<file path="src/rtl/stby_pkg.sv">
package stby_pkg;
  typedef enum logic [1:0] {
    ST_RUN     = 2'd0,
    ST_STANDBY = 2'd1,
    ST_SETTLE  = 2'd2,
    ST_RSTHOLD = 2'd3
  } stby_state_e;
endpackage

</file>
<file path="src/rtl/stby_sync.sv">
module stby_sync #(
  parameter int W = 1,
  parameter int STAGES = 2,
  parameter logic [W-1:0] INIT = '0
) (
  input  logic         clk,
  input  logic         rst,
  input  logic [W-1:0] d,
  output logic [W-1:0] q
);
  logic [W-1:0] chain [STAGES];

  always_ff @(posedge clk) begin
    if (rst) begin
      for (int i = 0; i < STAGES; i++) chain[i] <= INIT;
    end else begin
      chain[0] <= d;
      for (int i = 1; i < STAGES; i++) chain[i] <= chain[i-1];
    end
  end

  assign q = chain[STAGES-1];
endmodule

</file>
<file path="src/rtl/stby_wake_detect.sv">
module stby_wake_detect #(
  parameter int N_IRQ = 2
) (
  input  logic             clk,
  input  logic             rst,
  input  logic [N_IRQ-1:0] irq_s,
  input  logic             capture,
  input  logic             clear,
  output logic [N_IRQ-1:0] hit
);
  logic [N_IRQ-1:0] prev_q;
  logic [N_IRQ-1:0] pend_q;
  logic [N_IRQ-1:0] rise;

  assign rise = irq_s & ~prev_q;
  assign hit  = capture ? (pend_q | rise) : '0;

  always_ff @(posedge clk) begin
    if (rst) begin
      prev_q <= '0;
      pend_q <= '0;
    end else begin
      prev_q <= irq_s;
      if (clear)        pend_q <= '0;
      else if (capture) pend_q <= pend_q | rise;
    end
  end
endmodule

</file>
<file path="src/rtl/stby_settle_timer.sv">
module stby_settle_timer #(
  parameter int SEL_W = 3,
  parameter int LOG_MIN = 13,
  parameter int LOG_SPAN = 5
) (
  input  logic             clk,
  input  logic             rst,
  input  logic             load,
  input  logic             run,
  input  logic [SEL_W-1:0] sel,
  output logic             done
);
  localparam int LOG_MAX = LOG_MIN + LOG_SPAN;
  localparam int CW = LOG_MAX + 1;

  logic [SEL_W-1:0] sel_q;
  logic [CW-1:0]    cnt_q;
  logic [CW-1:0]    last;

  function automatic logic [CW-1:0] span_of(input logic [SEL_W-1:0] code);
    logic [CW-1:0] one;
    one = CW'(1);
    if (int'(code) > LOG_SPAN) return one << LOG_MAX;
    return one << (LOG_MIN + int'(code));
  endfunction

  assign last = span_of(sel_q) - CW'(1);
  assign done = run && (cnt_q == last);

  always_ff @(posedge clk) begin
    if (rst) begin
      sel_q <= '0;
      cnt_q <= '0;
    end else begin
      if (load) sel_q <= sel;
      cnt_q <= run ? cnt_q + CW'(1) : '0;
    end
  end
endmodule

</file>
<file path="src/rtl/stby_ctrl.sv">
module stby_ctrl #(
  parameter int N_IRQ = 2,
  parameter int SYNC_STAGES = 2,
  parameter int SEL_W = 3,
  parameter int SETTLE_LOG_MIN = 13,
  parameter int SETTLE_LOG_SPAN = 5
) (
  input  logic             clk,
  input  logic             rst,
  input  logic             sleep_exec,
  input  logic             stby_sel,
  input  logic             lowspd_sel,
  input  logic             tmode_sel,
  input  logic [SEL_W-1:0] settle_sel,
  input  logic [N_IRQ-1:0] ext_irq,
  input  logic [N_IRQ-1:0] irq_en,
  input  logic             cpu_mask,
  input  logic             rst_pin_n,
  output logic             osc_en,
  output logic             clk_en,
  output logic             io_hiz,
  output logic             periph_prst,
  output logic [N_IRQ-1:0] irq_req,
  output logic             rst_req
);
  import stby_pkg::*;

  localparam int SW = N_IRQ + 1;

  stby_state_e      state_q, state_d;
  logic [SW-1:0]    raw_in, sync_out;
  logic [N_IRQ-1:0] irq_s, hit;
  logic             pin_s, wake, settle_done, enter_ok;

  assign raw_in = {rst_pin_n, ext_irq};

  stby_sync #(.W(SW), .STAGES(SYNC_STAGES), .INIT({1'b1, {N_IRQ{1'b0}}})) u_sync (
    .clk(clk), .rst(rst), .d(raw_in), .q(sync_out)
  );

  assign irq_s = sync_out[N_IRQ-1:0];
  assign pin_s = sync_out[N_IRQ];

  stby_wake_detect #(.N_IRQ(N_IRQ)) u_wake (
    .clk(clk), .rst(rst), .irq_s(irq_s),
    .capture(state_q == ST_STANDBY || state_q == ST_SETTLE),
    .clear(state_q == ST_RUN || state_q == ST_RSTHOLD),
    .hit(hit)
  );

  stby_settle_timer #(.SEL_W(SEL_W), .LOG_MIN(SETTLE_LOG_MIN), .LOG_SPAN(SETTLE_LOG_SPAN)) u_timer (
    .clk(clk), .rst(rst),
    .load(state_q == ST_STANDBY),
    .run(state_q == ST_SETTLE),
    .sel(settle_sel),
    .done(settle_done)
  );

  assign enter_ok = sleep_exec && stby_sel && !lowspd_sel && !tmode_sel;
  assign wake     = !cpu_mask && (|(hit & irq_en));

  always_comb begin
    state_d = state_q;
    if (!pin_s) begin
      state_d = ST_RSTHOLD;
    end else begin
      case (state_q)
        ST_RUN:     if (enter_ok)    state_d = ST_STANDBY;
        ST_STANDBY: if (wake)        state_d = ST_SETTLE;
        ST_SETTLE:  if (settle_done) state_d = ST_RUN;
        ST_RSTHOLD:                  state_d = ST_RUN;
        default:                     state_d = ST_RUN;
      endcase
    end
  end

  always_ff @(posedge clk) begin
    if (rst) begin
      state_q     <= ST_RUN;
      osc_en      <= 1'b1;
      clk_en      <= 1'b1;
      io_hiz      <= 1'b0;
      periph_prst <= 1'b0;
      irq_req     <= '0;
      rst_req     <= 1'b0;
    end else begin
      state_q     <= state_d;
      osc_en      <= (state_d != ST_STANDBY);
      clk_en      <= (state_d == ST_RUN) || (state_d == ST_RSTHOLD);
      io_hiz      <= (state_d != ST_RUN);
      periph_prst <= (state_q == ST_RUN) && (state_d == ST_STANDBY);
      irq_req     <= ((state_q == ST_SETTLE) && (state_d == ST_RUN)) ? (hit & irq_en) : '0;
      rst_req     <= (state_q == ST_RSTHOLD) && (state_d == ST_RUN);
    end
  end
endmodule

</file>
<file path="config.mk">
export PLATFORM = sky130hd
export DESIGN_NAME = stby_ctrl
export DESIGN_NICKNAME = d
export VERILOG_FILES = /design/src/rtl/stby_pkg.sv /design/src/rtl/stby_sync.sv /design/src/rtl/stby_wake_detect.sv /design/src/rtl/stby_settle_timer.sv /design/src/rtl/stby_ctrl.sv
export SDC_FILE = /design/constraint.sdc
export NUM_CORES = 1
export LEC_CHECK = 0
export BUFFER_PORTS_ARGS = -buffer_cell sky130_fd_sc_hd__buf_2
export CAP_MARGIN = 10
export CORE_ASPECT_RATIO = 1.1
export CORE_MARGIN = 8
export CORE_UTILIZATION = 45
export DETAILED_ROUTE_END_ITERATION = 10
export PLACE_DENSITY_LB_ADDON = 0.12
export SLEW_MARGIN = 0
export SYNTH_ARGS = -nofsm -noshare
export SYNTH_HDL_FRONTEND = slang
export SYNTH_SLANG_ARGS = --single-unit
export TNS_END_PERCENT = 100
</file>
<file path="constraint.sdc">
create_clock -name clk -period 9 [get_ports clk]
set_clock_uncertainty 0.2 [all_clocks]
set_input_delay 1.8 -clock clk [delete_from_list [all_inputs] [get_ports clk]]
set_output_delay 1.8 -clock clk [all_outputs]
set_load 0.02 [all_outputs]
</file>
==> flow_metrics.env <==
export IMPL_syn_inst=325
export IMPL_drv_cap=0
export IMPL_antenna_found_initial=0
export IMPL_grt_overflow=0
export IMPL_setup_viol=0
export IMPL_synth_top_area_share_pct=30.6
export IMPL_core_mm2=0.00577
export IMPL_routed_via_density=5.62
export IMPL_post_route_min_period_ps=5010
export IMPL_dp_cells=399
export IMPL_synthFlopType="dfxtp_1"
export IMPL_crit_path_cell_trace="buf_4, and2_1, inv_1, ha_1, nand2_1, or4_1, ha_1, a211o_1, o221a_1, or4_4, nor3_4, o31a_1, ha_1, nand2_1, nor2_1"
export IMPL_power_density_mw_per_mm2=133
export IMPL_crit_path_frequent_cell="ha_1"
export IMPL_grt_pass1_wl_mm=10.6
export IMPL_crit_path_end_kind="register"
export IMPL_start_util_pct=46.5
export IMPL_cts_tree="built"
export IMPL_place_area_mm2=0.00279
export IMPL_rows=29
export IMPL_path_buf_inv=2
export IMPL_tightest_slew_ps=817
export IMPL_met3_usage_pct=3.47
export IMPL_antenna_cells=0
export IMPL_syn_num_nets=349
export IMPL_yosys_warnings=0
export IMPL_synth_edf_count=0
export IMPL_period_share_pct=55.7
export IMPL_place_ws_ps=4010
export IMPL_nFillCells=571
export IMPL_path_class="register to register"
export IMPL_holdPathStages=1
export IMPL_start_kind="register"
export IMPL_place_gp_congestion=0.913
export IMPL_synth_distinct_cells=71
export IMPL_design_area_mm2=0.00289
export IMPL_crit_arrival_ps=5050
export IMPL_met1_usage_pct=19.2
export IMPL_dpl_hpwl_mm=4.72
export IMPL_min_from="u_sync.chain[0][2]"
export IMPL_fp_dieW_um=89.6
export IMPL_async_reset_ff_share_pct=0
export IMPL_clock_path_buffers=2
export IMPL_cp_slowest_cell="ha_1"
export IMPL_synthTopCellsByArea="dfxtp_1, nor2_1, ha_1"
export IMPL_hold_viol_final=0
export IMPL_drive_above_1_share_pct=14.5
export IMPL_grt_use_total_pct=15.3
export IMPL_final_max_slew_viol_count=0
export IMPL_clkSinkCount=41
export IMPL_grt_setup_unrepaired="no"
export IMPL_ant_nets=0
export IMPL_avgSynthCellArea_um2=8.26
export IMPL_ys_seq_area_share_pct=30.6
export IMPL_drc=0
export IMPL_hold_slack_ps=217
export IMPL_num_nets_final=353
export IMPL_root_buffer="clkbuf_8"
export IMPL_vias=2286
export IMPL_htree_levels=2
export IMPL_drtIter0Drc=136
export IMPL_cts_setup_buffers=0
export IMPL_synthToLayoutAreaGrowth_pct=7.69
export IMPL_grt_max_degree=31
export IMPL_top_usage_layer="met2"
export IMPL_crit_fanout=26
export IMPL_hold_buffers=0
export IMPL_r2r_end="irq_req[0]"
export IMPL_num_io_pins=22
export IMPL_yosysTopAreaCell="dfxtp_1"
export IMPL_cts_resized=0
export IMPL_firstDrtPassIters=4
export IMPL_crit_required_ps=9040
export IMPL_worst_path_largest_cell_delay_ps=730
export IMPL_crit_family="simple AND/OR/NAND/NOR gates"
export IMPL_clock_latency_ps=300
export IMPL_worstHoldEndpoint="u_sync.chain[0][5]"
export IMPL_layout_common_cells="dfxtp_1, nor2_1, nand2_1, buf_2, o21ai_0"
export IMPL_reg2reg_depth=15
export IMPL_tns_ps=0
export IMPL_finalWorstSetupSlack_ps=3990
export IMPL_fp_dieH_um=97.0
export IMPL_relSlewSlack_pct=45.6
export IMPL_finalNonFillerCells=407
export IMPL_dieArea_mm2=0.00869
export IMPL_wire_per_inst_um=15.7
export IMPL_synth_seq_cells=41
export IMPL_rr_startpoint="u_timer.sel_q[0]"
export IMPL_synth_area_mm2=0.00268
export IMPL_r2r_slack_ps=3990
export IMPL_clock_fmax_ghz=0.200
export IMPL_grt_pass1_vias=2183
export IMPL_status="finished, final reports clean"
export IMPL_final_common_cell="dfxtp_1"
export IMPL_path_clk_slew_ps=80
export IMPL_power_leakage_nw=1.08
export IMPL_cts_buffers=5
export IMPL_hold_path_class="register to register"
export IMPL_io_buffers=21
export IMPL_max_vdd_ir_drop_mv=0.0844
export IMPL_grt_util_met2_pct=24.3
export IMPL_drt_wl_total_mm=6.40
[Yosys cell counts, drive strengths merged, types with 5 or more instances]
cell type	n
nand2	22
and2	5
xor2	11
xnor2	11
dfxtp	41
a21oi	8
nor2b	13
nand2b	8
o21ai	15
inv	13
ha	9
clkbuf	11
buf	16
nor2	31
or3	5
o211ai	6
mux2i	8
nand3	9
[stage by stage]
step | total power, mW | utilization [%]
2_1_floorplan | 0.237 | -
3_3_place_gp | 0.250 | 48.3
3_5_place_dp | 0.250 | 48.3
4_1_cts | 0.387 | 50.1
5_1_grt | 0.402 | 50.1
6_report | 0.383 | 50.1
[layer usage]
metal  vias to the layer above  wire length, µm
met2                        49             3080
li1                       1166                -
met4                         0              150
met1                      1056             2960
met5                         -                0
met3                        15              210
[how the worst max path moves through the flow]
stage	startpoint	to	slack, ps	depth (start not counted)
final	u_timer.sel_q[0]	irq_req[0]	3990	15
after global placement	u_timer.sel_q[0]	irq_req[1]	4150	15
after CTS	u_timer.sel_q[0]	irq_req[0]	4010	15
after floorplan	u_timer.sel_q[1]	irq_req[1]	4760	19
after detailed placement	u_timer.sel_q[0]	irq_req[0]	4010	15
after global routing	u_timer.sel_q[0]	irq_req[1]	3630	15
[flip-flops by register name, indices dropped and copies added, names as in the netlist]
signal,flops
u_timer.cnt_q,19
u_sync.chain,6
u_timer.sel_q,3
irq_req,2
state_q,2
u_wake.pend_q,2
u_wake.prev_q,2
clk_en,1
io_hiz,1
osc_en,1
periph_prst,1
rst_req,1
[logic make-up after synthesis]
| group | count (synthesis) | share of synthesized area [%] |
|---|---|---|
| AND/OR/NAND/NOR | 125 | 26.2 |
| AO/OA/AOI/OAI | 79 | 22.1 |
| flip-flops | 41 | 30.6 |
| buffers and inverters | 40 | 6.39 |
| XOR/XNOR | 22 | 7.18 |
| multiplexers | 9 | 3.40 |
| adder cells (fa/ha/maj) | 9 | 4.20 |
[cell type report]
type,instances,area [µm²],area share (%)
clock buffer,7,96.3,3.33
clock inverter,1,8.76,0.303
inverter,13,48.8,1.69
multi-input combinational,244,1690,58.5
sequential,41,821,28.4
tap,77,96.3,3.33
timing repair buffer,24,128,4.42
[power breakdown]
group          switching (mW)  total (mW)  internal, mW  leakage, nW
sequential            0.00238       0.188         0.186        0.333
combinational          0.0338      0.0580        0.0241        0.697
clock                  0.0662       0.137        0.0708       0.0549
total                   0.102       0.383         0.281         1.08
Note: power is estimated with default switching activity, not from simulation.
